`src/rtl/spi_gpio_pkg.sv`:
```
package spi_gpio_pkg;
  localparam int BYTE_W      = 8;
  localparam int DEV_W       = 3;
  localparam int FRAME_BYTES = 3;
  localparam int FRAME_BITS  = FRAME_BYTES * BYTE_W;
  localparam int CNT_W       = $clog2(FRAME_BITS + 1);

  localparam logic [3:0]        OP_PREFIX     = 4'b0100;
  localparam logic [BYTE_W-1:0] REG_DIR_BASE  = 8'h00;
  localparam logic [BYTE_W-1:0] REG_CFG       = 8'h0B;
  localparam logic [BYTE_W-1:0] REG_PIN_BASE  = 8'h12;
  localparam int                CFG_MATCH_BIT = 3;

  typedef struct packed {
    logic [3:0]       prefix;
    logic [DEV_W-1:0] dev;
    logic             rd;
  } opcode_t;
endpackage

```
`src/rtl/spi_gpio_sync.sv`:
```
module spi_gpio_sync #(
  parameter int               WIDTH   = 1,
  parameter int               STAGES  = 2,
  parameter logic [WIDTH-1:0] RST_VAL = '0
) (
  input  logic             clk,
  input  logic             rst_n,
  input  logic [WIDTH-1:0] d,
  output logic [WIDTH-1:0] q
);
  logic [STAGES-1:0][WIDTH-1:0] pipe;

  always_ff @(posedge clk or negedge rst_n) begin
    if (!rst_n) pipe <= {STAGES{RST_VAL}};
    else        pipe <= {pipe[STAGES-2:0], d};
  end

  assign q = pipe[STAGES-1];
endmodule

```
`src/rtl/spi_gpio_frame.sv`:
```
module spi_gpio_frame
  import spi_gpio_pkg::*;
(
  input  logic              clk,
  input  logic              rst_n,
  input  logic              sclk_s,
  input  logic              cs_n_s,
  input  logic              mosi_s,
  input  logic [DEV_W-1:0]  hw_addr,
  input  logic              haen,
  input  logic [BYTE_W-1:0] rd_data,
  output logic              cs_act,
  output logic [BYTE_W-1:0] reg_addr,
  output logic [BYTE_W-1:0] wr_data,
  output logic              commit_wr,
  output logic [DEV_W-1:0]  op_dev,
  output logic              miso,
  output logic              miso_oe
);
  localparam logic [CNT_W-1:0] OP_LAST   = CNT_W'(BYTE_W - 1);
  localparam logic [CNT_W-1:0] ADDR_LAST = CNT_W'(2 * BYTE_W - 1);
  localparam logic [CNT_W-1:0] DATA_LAST = CNT_W'(FRAME_BITS - 1);
  localparam logic [CNT_W-1:0] FRAME_END = CNT_W'(FRAME_BITS);
  localparam logic [CNT_W-1:0] SHIFT_MIN = CNT_W'(2 * BYTE_W);

  logic              sclk_q;
  logic              rise, fall;
  logic [BYTE_W-2:0] shreg;
  logic [BYTE_W-1:0] byte_now;
  opcode_t           op_now;
  logic              op_match;
  logic [CNT_W-1:0]  bit_cnt;
  logic              sel_q, rd_q, load_pend;
  logic [BYTE_W-1:0] out_sh;

  assign cs_act   = ~cs_n_s;
  assign rise     = sclk_s & ~sclk_q;
  assign fall     = ~sclk_s & sclk_q;
  assign byte_now = {shreg, mosi_s};
  assign op_now   = opcode_t'(byte_now);
  assign op_match = (op_now.prefix == OP_PREFIX) &&
                    (op_now.dev == (haen ? hw_addr : {DEV_W{1'b0}}));

  always_ff @(posedge clk or negedge rst_n) begin
    if (!rst_n) begin
      sclk_q    <= 1'b0;
      shreg     <= '0;
      bit_cnt   <= '0;
      sel_q     <= 1'b0;
      rd_q      <= 1'b0;
      load_pend <= 1'b0;
      op_dev    <= '0;
      reg_addr  <= '0;
      wr_data   <= '0;
      commit_wr <= 1'b0;
      out_sh    <= '0;
      miso_oe   <= 1'b0;
    end else begin
      sclk_q    <= sclk_s;
      commit_wr <= 1'b0;
      if (!cs_act) begin
        bit_cnt   <= '0;
        sel_q     <= 1'b0;
        rd_q      <= 1'b0;
        load_pend <= 1'b0;
        miso_oe   <= 1'b0;
      end else begin
        if (rise && bit_cnt != FRAME_END) begin
          shreg   <= byte_now[BYTE_W-2:0];
          bit_cnt <= bit_cnt + 1'b1;
          if (bit_cnt == OP_LAST) begin
            sel_q  <= op_match;
            rd_q   <= op_now.rd;
            op_dev <= op_now.dev;
          end
          if (bit_cnt == ADDR_LAST) begin
            reg_addr  <= byte_now;
            load_pend <= 1'b1;
          end
          if (bit_cnt == DATA_LAST) begin
            wr_data   <= byte_now;
            commit_wr <= sel_q & ~rd_q;
          end
        end
        if (load_pend) begin
          load_pend <= 1'b0;
          out_sh    <= rd_data;
          miso_oe   <= sel_q & rd_q;
        end else if (fall && miso_oe && bit_cnt > SHIFT_MIN) begin
          out_sh <= {out_sh[BYTE_W-2:0], 1'b0};
        end
      end
    end
  end

  assign miso = out_sh[BYTE_W-1];
endmodule

```
`src/rtl/spi_gpio_regs.sv`:
```
module spi_gpio_regs
  import spi_gpio_pkg::*;
#(
  parameter int NUM_PORTS = 2
) (
  input  logic                        clk,
  input  logic                        rst_n,
  input  logic                        commit_wr,
  input  logic [BYTE_W-1:0]           reg_addr,
  input  logic [BYTE_W-1:0]           wr_data,
  input  logic [NUM_PORTS*BYTE_W-1:0] pin_s,
  output logic [BYTE_W-1:0]           rd_data,
  output logic                        haen,
  output logic [NUM_PORTS*BYTE_W-1:0] gpio_out,
  output logic [NUM_PORTS*BYTE_W-1:0] gpio_oe
);
  logic [BYTE_W-1:0] port_rd [NUM_PORTS];
  logic [BYTE_W-1:0] cfg_rd;

  always_ff @(posedge clk or negedge rst_n) begin
    if (!rst_n) haen <= 1'b0;
    else if (commit_wr && reg_addr == REG_CFG) haen <= wr_data[CFG_MATCH_BIT];
  end

  always_comb begin
    cfg_rd = '0;
    cfg_rd[CFG_MATCH_BIT] = haen;
  end

  for (genvar p = 0; p < NUM_PORTS; p++) begin : g_port
    localparam logic [BYTE_W-1:0] DIR_ADDR = REG_DIR_BASE + BYTE_W'(p);
    localparam logic [BYTE_W-1:0] PIN_ADDR = REG_PIN_BASE + BYTE_W'(p);
    logic [BYTE_W-1:0] dir_q, lat_q;

    always_ff @(posedge clk or negedge rst_n) begin
      if (!rst_n) begin
        dir_q <= '1;
        lat_q <= '0;
      end else if (commit_wr) begin
        if (reg_addr == DIR_ADDR) dir_q <= wr_data;
        if (reg_addr == PIN_ADDR) lat_q <= wr_data;
      end
    end

    assign gpio_out[p*BYTE_W +: BYTE_W] = lat_q;
    assign gpio_oe[p*BYTE_W +: BYTE_W]  = ~dir_q;
    assign port_rd[p] = (reg_addr == DIR_ADDR) ? dir_q :
                        (reg_addr == PIN_ADDR) ? pin_s[p*BYTE_W +: BYTE_W] : '0;
  end

  always_comb begin
    rd_data = (reg_addr == REG_CFG) ? cfg_rd : '0;
    for (int p = 0; p < NUM_PORTS; p++) rd_data = rd_data | port_rd[p];
  end
endmodule

```
`src/rtl/spi_gpio_expander.sv`:
```
module spi_gpio_expander
  import spi_gpio_pkg::*;
#(
  parameter int NUM_PORTS   = 2,
  parameter int SYNC_STAGES = 2
) (
  input  logic                        clk,
  input  logic                        rst_n,
  input  logic                        spi_sclk,
  input  logic                        spi_cs_n,
  input  logic                        spi_mosi,
  output logic                        spi_miso,
  output logic                        spi_miso_oe,
  input  logic [DEV_W-1:0]            hw_addr,
  input  logic [NUM_PORTS*BYTE_W-1:0] gpio_in,
  output logic [NUM_PORTS*BYTE_W-1:0] gpio_out,
  output logic [NUM_PORTS*BYTE_W-1:0] gpio_oe
);
  localparam int PIN_W = NUM_PORTS * BYTE_W;

  logic              sclk_s, cs_n_s, mosi_s;
  logic [PIN_W-1:0]  pin_s;
  logic              cs_act, commit_wr, haen, miso_raw;
  logic [BYTE_W-1:0] reg_addr, wr_data, rd_data;
  logic [DEV_W-1:0]  op_dev;

  spi_gpio_sync #(.WIDTH(3), .STAGES(SYNC_STAGES), .RST_VAL(3'b010)) u_bus_sync (
    .clk(clk), .rst_n(rst_n),
    .d({spi_sclk, spi_cs_n, spi_mosi}),
    .q({sclk_s, cs_n_s, mosi_s})
  );

  spi_gpio_sync #(.WIDTH(PIN_W), .STAGES(SYNC_STAGES), .RST_VAL('0)) u_pin_sync (
    .clk(clk), .rst_n(rst_n), .d(gpio_in), .q(pin_s)
  );

  spi_gpio_frame u_frame (
    .clk(clk), .rst_n(rst_n),
    .sclk_s(sclk_s), .cs_n_s(cs_n_s), .mosi_s(mosi_s),
    .hw_addr(hw_addr), .haen(haen), .rd_data(rd_data),
    .cs_act(cs_act), .reg_addr(reg_addr), .wr_data(wr_data),
    .commit_wr(commit_wr), .op_dev(op_dev),
    .miso(miso_raw), .miso_oe(spi_miso_oe)
  );

  spi_gpio_regs #(.NUM_PORTS(NUM_PORTS)) u_regs (
    .clk(clk), .rst_n(rst_n),
    .commit_wr(commit_wr), .reg_addr(reg_addr), .wr_data(wr_data),
    .pin_s(pin_s), .rd_data(rd_data), .haen(haen),
    .gpio_out(gpio_out), .gpio_oe(gpio_oe)
  );

  assign spi_miso = spi_miso_oe & miso_raw;
endmodule

```
`config.mk`:
```
export PLATFORM = sky130hd
export DESIGN_NAME = spi_gpio_expander
export DESIGN_NICKNAME = d
export VERILOG_FILES = /design/src/rtl/spi_gpio_pkg.sv /design/src/rtl/spi_gpio_sync.sv /design/src/rtl/spi_gpio_frame.sv /design/src/rtl/spi_gpio_regs.sv /design/src/rtl/spi_gpio_expander.sv
export SDC_FILE = /design/constraint.sdc
export NUM_CORES = 1
export LEC_CHECK = 0
export CORE_ASPECT_RATIO = 2
export CORE_MARGIN = 3
export CORE_UTILIZATION = 55
export DETAILED_ROUTE_END_ITERATION = 8
export PLACE_DENSITY_LB_ADDON = 0.05
export RECOVER_POWER = 25
export SYNTH_ARGS = -nofsm -noshare
export SYNTH_HDL_FRONTEND = slang
export SYNTH_SLANG_ARGS = --single-unit
export TNS_END_PERCENT = 5
```
`constraint.sdc`:
```
create_clock -name clk -period 4.5 [get_ports clk]
set_input_delay 1.125 -clock clk [delete_from_list [all_inputs] [get_ports clk]]
set_output_delay 1.125 -clock clk [all_outputs]
set_load 0.1 [all_outputs]
```
==> results of run 1 <==
==> synth_stat cells (7+ instances only) <==
cell	count
sky130_fd_sc_hd__o21ai_0	7
sky130_fd_sc_hd__a21oi_1	11
sky130_fd_sc_hd__mux2_2	56
sky130_fd_sc_hd__nor2_1	14
sky130_fd_sc_hd__mux2i_1	15
sky130_fd_sc_hd__o22ai_1	7
sky130_fd_sc_hd__inv_1	19
sky130_fd_sc_hd__dfrtp_1	95
sky130_fd_sc_hd__nand2_1	7
sky130_fd_sc_hd__o2bb2ai_1	8
sky130_fd_sc_hd__dfstp_2	18
==> worst max path at each step <==
stage	endpoint	from	slack, ns	cells past startpoint
CTS	spi_miso	u_frame.miso_oe	1.32	2
global route	spi_miso	u_frame.miso_oe	1.21	2
detailed placement	spi_miso	u_frame.miso_oe	1.76	2
finish	spi_miso	u_frame.miso_oe	1.33	2
floorplan	spi_miso	u_frame.miso_oe	1.58	1
global placement	spi_miso	u_frame.miso_oe	1.76	2
==> logic make-up (layout without fill, tap and decap cells) <==
logic type	after synthesis	in the layout	synth area share, %
AO/OA/AOI/OAI	42	42	6.35
XOR/XNOR	5	5	0.992
adder cells (fa/ha/maj)	3	3	0.850
buffers and inverters	27	111	2.38
flip-flops	113	113	64.6
multiplexers	71	71	17.7
AND/OR/NAND/NOR	48	48	7.20
==> cell type report <==
cell class	instances	area [µm²]
Inverter	20	75.1
Timing Repair Buffer	59	581
Sequential cell	113	2850
Clock buffer	18	439
Clock inverter	14	213
Fill cell	543	1980
Multi-Input combinational cell	169	1460
Tap cell	94	118
==> worst max-delay path, delay by kind of cell (launching register included) <==
kind	cells	cell delay, ns
buffers and inverters	1	1.13
DFF	1	0.37
and+or+nand+nor	1	0.14
==> routing by layer <==
metal	GRT usage (%)	part of all wire [%]
met1	23.3	38
met2	36.2	55
met3	6.92	4.4
met4	9.89	2.7
met5	0	0
==> registers in the layout, summed over array words and instances (netlist names), 3 cells and up <==
signal	count
u_frame.out_sh	8
u_frame.reg_addr	8
u_frame.bit_cnt	5
u_pin_sync.q	16
u_bus_sync.q	3
u_bus_sync.pipe	3
u_pin_sync.pipe	16
u_regs.g_port.dir_q	16
u_frame.shreg	7
u_regs.g_port.lat_q	16
u_frame.wr_data	8
==> through the flow <==
stage / util, % / area, µm² / hold slack, ns / setup WS, ns
5_1_grt: 74.4 / 5740 / 0.358 / 1.21
4_1_cts: 74.4 / 5740 / 0.347 / 1.32
6_report: 74.4 / 5740 / 0.344 / 1.33
3_5_place_dp: 65.9 / 5090 / 0.336 / 1.76
3_3_place_gp: 65.9 / 5090 / 0.332 / 1.76
2_1_floorplan: - / 4420 / 0.331 / 1.58
==> report_power, final <==
part           switching, W  internal [W]  total [W]
clock              0.000455      0.000993    0.00145
sequential        0.0000504       0.00106    0.00111
combinational     0.0000408     0.0000507  0.0000915
total              0.000546       0.00211    0.00265
==> placed cells by master (no fill, tap or decap), types with 4 or more instances in the layout <==
cell type,instances
sky130_fd_sc_hd__a21oi_1,11
sky130_fd_sc_hd__clkdlybuf4s50_1,37
sky130_fd_sc_hd__o2bb2ai_1,8
sky130_fd_sc_hd__dfstp_2,18
sky130_fd_sc_hd__dfrtp_1,95
sky130_fd_sc_hd__nor2_1,14
sky130_fd_sc_hd__mux2i_1,15
sky130_fd_sc_hd__o22ai_1,7
sky130_fd_sc_hd__dlygate4sd3_1,19
sky130_fd_sc_hd__inv_1,19
sky130_fd_sc_hd__mux2_2,56
sky130_fd_sc_hd__o21ai_0,7
sky130_fd_sc_hd__nand2_1,7
sky130_fd_sc_hd__bufinv_16,5
sky130_fd_sc_hd__clkbuf_16,17
sky130_fd_sc_hd__clkinvlp_4,4
==> results.yml, run 1 <==
global_route:
  grt_first_pass_wirelength_um: 14900
  vias_in_the_first_global_route: 2918
  maximum_number_of_pins_on_one_net_before_global_route_repair: 69
  grt_usage_pct: 21.1
  antenna_found_initial: 0
  global_route.overflow_total: 0
synthesis:
  synth_largest_area_cell: "sky130_fd_sc_hd__dfrtp_1"
  synth_edf_count: 0
  ys.warnings.count: 0
  post-synth-top-area-fraction_pct: 53.8
  syn-cell-area_um2: 4420
  yosysSeqAreaShare_pct: 64.6
  synth.ff_latch_count: 113
  yosys.cell_types.count: 42
  synth_ff_type: "sky130_fd_sc_hd__dfrtp_1"
  synth_top_cells_by_area: "sky130_fd_sc_hd__dfrtp_1, sky130_fd_sc_hd__mux2_2, sky130_fd_sc_hd__dfstp_2"
  async_flop_share_pct: 100
  synth_area_per_cell_um2: 14.3
  syn_nets: 336
  number_of_cells_produced_by_synthesis: 309
timing:
  final.setup_skew_ns: 0.00568
  rsz0062_at_grt: "no"
  final-max-slew-violation-count: 69
  timing.final.setup_violations: 0
  setup_total_negative_slack_ns: 0
  layout_worst_path_cycle_share_pct: 70.4
  timing.slew.headroom_pct: -11.8
  fmax_mhz: 316
  fin_crit_ns: 3.17
  report.final.hold_viol_count: 0
  worst-slew-pin-transition_ns: 1.68
die:
  floorplan.die.width_um: 69.4
  core.rowCount: 45
  coreArea_um2: 7710
  fp.dieArea_um2: 9200
  die_height_um: 133
  floorplan.io_pins: 58
  initial_util_pct: 57.2
placed_design:
  place.gp.congestion: 0.798
  post-place-cells: 455
  io_buffer_count: 57
  dp.final_hpwl_um: 5950
worst_hold_path:
  min_from: "u_pin_sync.pipe[14]"
  timing.hold.worst_path_depth: 0
  timing.hold.worst.class: "reg2reg"
  hold_end: "u_pin_sync.q[14]"
setup_path:
  reg2reg_from: "u_frame.reg_addr[2]"
  worst-r2r-setup-slack_ns: 1.82
  critPathMaxFanout: 4
  worst_setup_path_start_kind: "register"
  r2r_cells: 4
  cpMaxStageDelayCell: "sky130_fd_sc_hd__clkdlybuf4s50_1"
  critical_path.max_stage_delay_ns: 1.13
  critical_path.reg2reg.endpoint: "u_regs.g_port[1].lat_q[3]"
  arrival_ns: 2.04
  setup.worst_path.class: "reg2out"
  worst-endpoint-required_ns: 3.38
  worst_setup_path_end_kind: "output pin"
  worstPathCellList: "and2_1 > clkdlybuf4s50_1"
clocking:
  tritoncts: "yes"
  worstSkewPairLatency_ns: 0.40
  cts_inserted_buffers: 17
  htreeDepth: 4
  cts_hold_buffers: 0
  cts_max_path_buffers: 2
  cts_post_setup_buffers_inserted: 0
  cts_resized: 0
  clock_pin_slew_reported_for_the_worst_setup_and_hold_paths_after_clock_tree_synthesis_ns: 0.05
  cts_root_buffer: "sky130_fd_sc_hd__clkbuf_16"
  cts.sink_count: 113
drt:
  detail-route-antenna-nets: 0
  firstDrtPassIters: 4
  post_drt_via_cell_ratio: 5.63
  num_vias: 2740
  route.detailed.wl_per_inst_um: 17.9
  initial_detailed_routing_violation_count: 122
  drc_violations_left: 0
  drt_wl_total_um: 8700
power:
  leakage_nw: 2.49
  max-vdd-ir-drop_uv: 432
  post-layout-total-power_w: 0.00265
  power.density_nw_per_um2: 463
final_layout:
  post_route_cells_drive_above_1_share_pct: 29.5
  fin_nets: 407
  syn2layout_area_growth_pct: 29.9
  layout.cells.non_filler: 487
  antennaDiodeCount: 0
run:
  maxCapViolations: 1
run_status:
  run_status: "complete, but fails checks"
  violations_in_the_final_reports: "capacitance limit, slew limit"
Power figures use the tool's default switching activity.
==> inputs of run 2 (changes only) <==
--- a/config.mk
+++ b/config.mk
@@ -7,7 +7,7 @@
 export LEC_CHECK = 0
 export CORE_ASPECT_RATIO = 2
 export CORE_MARGIN = 3
-export CORE_UTILIZATION = 55
+export CORE_UTILIZATION = 54
 export DETAILED_ROUTE_END_ITERATION = 8
 export PLACE_DENSITY_LB_ADDON = 0.05
 export RECOVER_POWER = 25
==> constraint.sdc (replaced) <==
create_clock -name clk -period 3.15 [get_ports clk]
set_input_delay 0.7875 -clock clk [delete_from_list [all_inputs] [get_ports clk]]
set_output_delay 0.7875 -clock clk [all_outputs]
set_load 0.1 [all_outputs]
==> run 2 against run 1 <==
The run still ends with capacitance limit, slew limit left. Largest power group unchanged. Largest cell class unchanged. Setup slack lost 0.57 ns. Via count is 0.55% lower. Sequential power is 44% higher. Critical path type is now reg2reg. Sequential cell count unchanged. Critical path depth up 4. Global-route usage increased by 0.40 points. Routed wire length rose by 4.5%. Die area increased by 1.7%.
==> results.yml, run 2 (synthesis gave the netlist of run 1 again) <==
setup_path:
  worst-endpoint-required_ns: 3.43
  crit_path_start: "u_frame.bit_cnt[0]"
  worst_setup_path_end_kind: "register"
  r2r_cells: 6
  worst-r2r-setup-slack_ns: 0.76
  setup.worst_path.class: "reg2reg"
  arrival_ns: 2.67
  critPathMaxFanout: 9
  worst_setup_path_start_kind: "register"
  reg2reg_from: "u_frame.bit_cnt[0]"
  critical_path.reg2reg.endpoint: "u_frame.wr_data[4]"
final_layout:
  fin_nets: 408
  post_route_cells_drive_above_1_share_pct: 37.9
  final_cell_mix: "sky130_fd_sc_hd__dfrtp_1, sky130_fd_sc_hd__mux2_2, sky130_fd_sc_hd__buf_4"
  stdcell_area_um2: 5660
  syn2layout_area_growth_pct: 28.3
  antennaDiodeCount: 0
  layout.cells.most_common: "sky130_fd_sc_hd__dfrtp_1"
timing:
  report.final.hold_viol_count: 0
  timing.slew.headroom_pct: -4.26
  timing.final.setup_violations: 0
  layout_worst_path_cycle_share_pct: 75.8
  fmax_mhz: 419
  fin_crit_ns: 2.39
  final.setup_skew_ns: 0.00574
  final-max-slew-violation-count: 62
  rsz0062_at_grt: "no"
  layout_setup_ws_ns: 0.762
  worst-slew-pin-transition_ns: 1.56
  setup_total_negative_slack_ns: 0
die:
  floorplan.io_pins: 58
  coreArea_um2: 7940
  core.rowCount: 46
  floorplan.die.width_um: 69.9
  fp.dieArea_um2: 9360
  die_height_um: 134
  initial_util_pct: 55.6
drt:
  post_drt_via_cell_ratio: 5.57
  drt_wl_total_um: 9090
  firstDrtPassIters: 4
  drc_violations_left: 0
  route.detailed.wl_per_inst_um: 18.6
  num_vias: 2725
  detail-route-antenna-nets: 0
  initial_detailed_routing_violation_count: 143
placed_design:
  dp.final_hpwl_um: 6140
  postPlaceCellArea_um2: 5020
  io_buffer_count: 57
  place.gp.congestion: 0.794
  place_worst_setup_slack_ns: 0.784
worst_hold_path:
  timing.hold.worst.class: "reg2reg"
  hold_end: "u_pin_sync.q[14]"
  timing.hold.worst_path_depth: 0
  min_from: "u_pin_sync.pipe[14]"
run_status:
  violations_in_the_final_reports: "capacitance limit, slew limit"
  run_status: "complete, but fails checks"
clocking:
  cts_max_path_buffers: 2
  tritoncts: "yes"
  cts.sink_count: 113
  cts_resized: 0
  clock_pin_slew_reported_for_the_worst_setup_and_hold_paths_after_clock_tree_synthesis_ns: 0.05
  cts_inserted_buffers: 17
  worstSkewPairLatency_ns: 0.40
  cts_post_setup_buffers_inserted: 0
  cts_hold_buffers: 0
  cts_root_buffer: "sky130_fd_sc_hd__clkbuf_16"
  htreeDepth: 4
global_route:
  grt_usage_pct: 21.5
  maximum_number_of_pins_on_one_net_before_global_route_repair: 63
  antenna_found_initial: 0
  grt_first_pass_wirelength_um: 15200
  global_route.overflow_total: 0
  vias_in_the_first_global_route: 2974
power:
  leakage_nw: 2.54
  power.density_nw_per_um2: 670
  max-vdd-ir-drop_uv: 572
run:
  maxCapViolations: 1
[run 2: cell types whose count changed in the layout (fill, tap and decap cells not counted), sizes merged]
cell           change
buf               +35
clkbuf             +2
clkdlybuf4s50     -34
clkinv             -1
clkinvlp           -2
[run 2: how the worst max path moves through the flow]
stage	slack [ns]	to
final	0.76	u_frame.wr_data[4]
after global routing	0.62	u_frame.wr_data[4]
after CTS	0.73	u_frame.wr_data[4]
after detailed placement	0.78	u_frame.wr_data[2]
after global placement	0.94	u_frame.wr_data[0]
after floorplan	0.57	spi_miso
[run 2: power by group]
| part | switching [W] | total, W | internal [W] | leakage, nW |
|---|---|---|---|---|
| Clock | 0.000623 | 0.00206 | 0.00143 | 0.312 |
| Combinational | 0.0000617 | 0.000136 | 0.0000744 | 0.809 |
| Sequential | 0.0000794 | 0.00160 | 0.00152 | 1.41 |
| Total | 0.000764 | 0.00379 | 0.00303 | 2.54 |
[run 2: through the flow]
stage / power, W / cells / hold WS, ns / utilization (%)
final: 0.00379 / 489 / 0.344 / 71.3
after global routing: 0.00392 / 489 / 0.351 / 71.3
after CTS: 0.00383 / 489 / 0.348 / 71.3
after detailed placement: 0.00177 / 458 / 0.335 / 63.2
after global placement: 0.00176 / 458 / 0.333 / 63.2
after floorplan: 0.00166 / 309 / 0.331 / -
[run 2: critical path, cell delays in order, from the launching register on]
cell                       delay [ns]
sky130_fd_sc_hd__dfrtp_1         0.40
sky130_fd_sc_hd__inv_1           0.07
sky130_fd_sc_hd__ha_1            0.23
sky130_fd_sc_hd__nand4b_2        0.13
sky130_fd_sc_hd__nor3b_4         0.44
sky130_fd_sc_hd__nor4b_4         0.60
sky130_fd_sc_hd__mux2_2          0.41
[run 2: routing by layer]
metal / up-vias / routed length [µm] / global-route usage [%]
met4: 0 / 219 / 8.85
li1: 1245 / - / -
met3: 17 / 362 / 6.30
met1: 1386 / 3410 / 23.4
met5: - / 0 / 0
met2: 77 / 5100 / 38.5
[run 2: final cells by class]
cell class,instances,area [µm²]
Multi-Input combinational cell,169,1460
Clock inverter,11,185
Timing Repair Buffer,60,515
Tap cell,96,120
Fill cell,545,2280
Clock buffer,20,457
Sequential cell,113,2850
Inverter,20,75.1
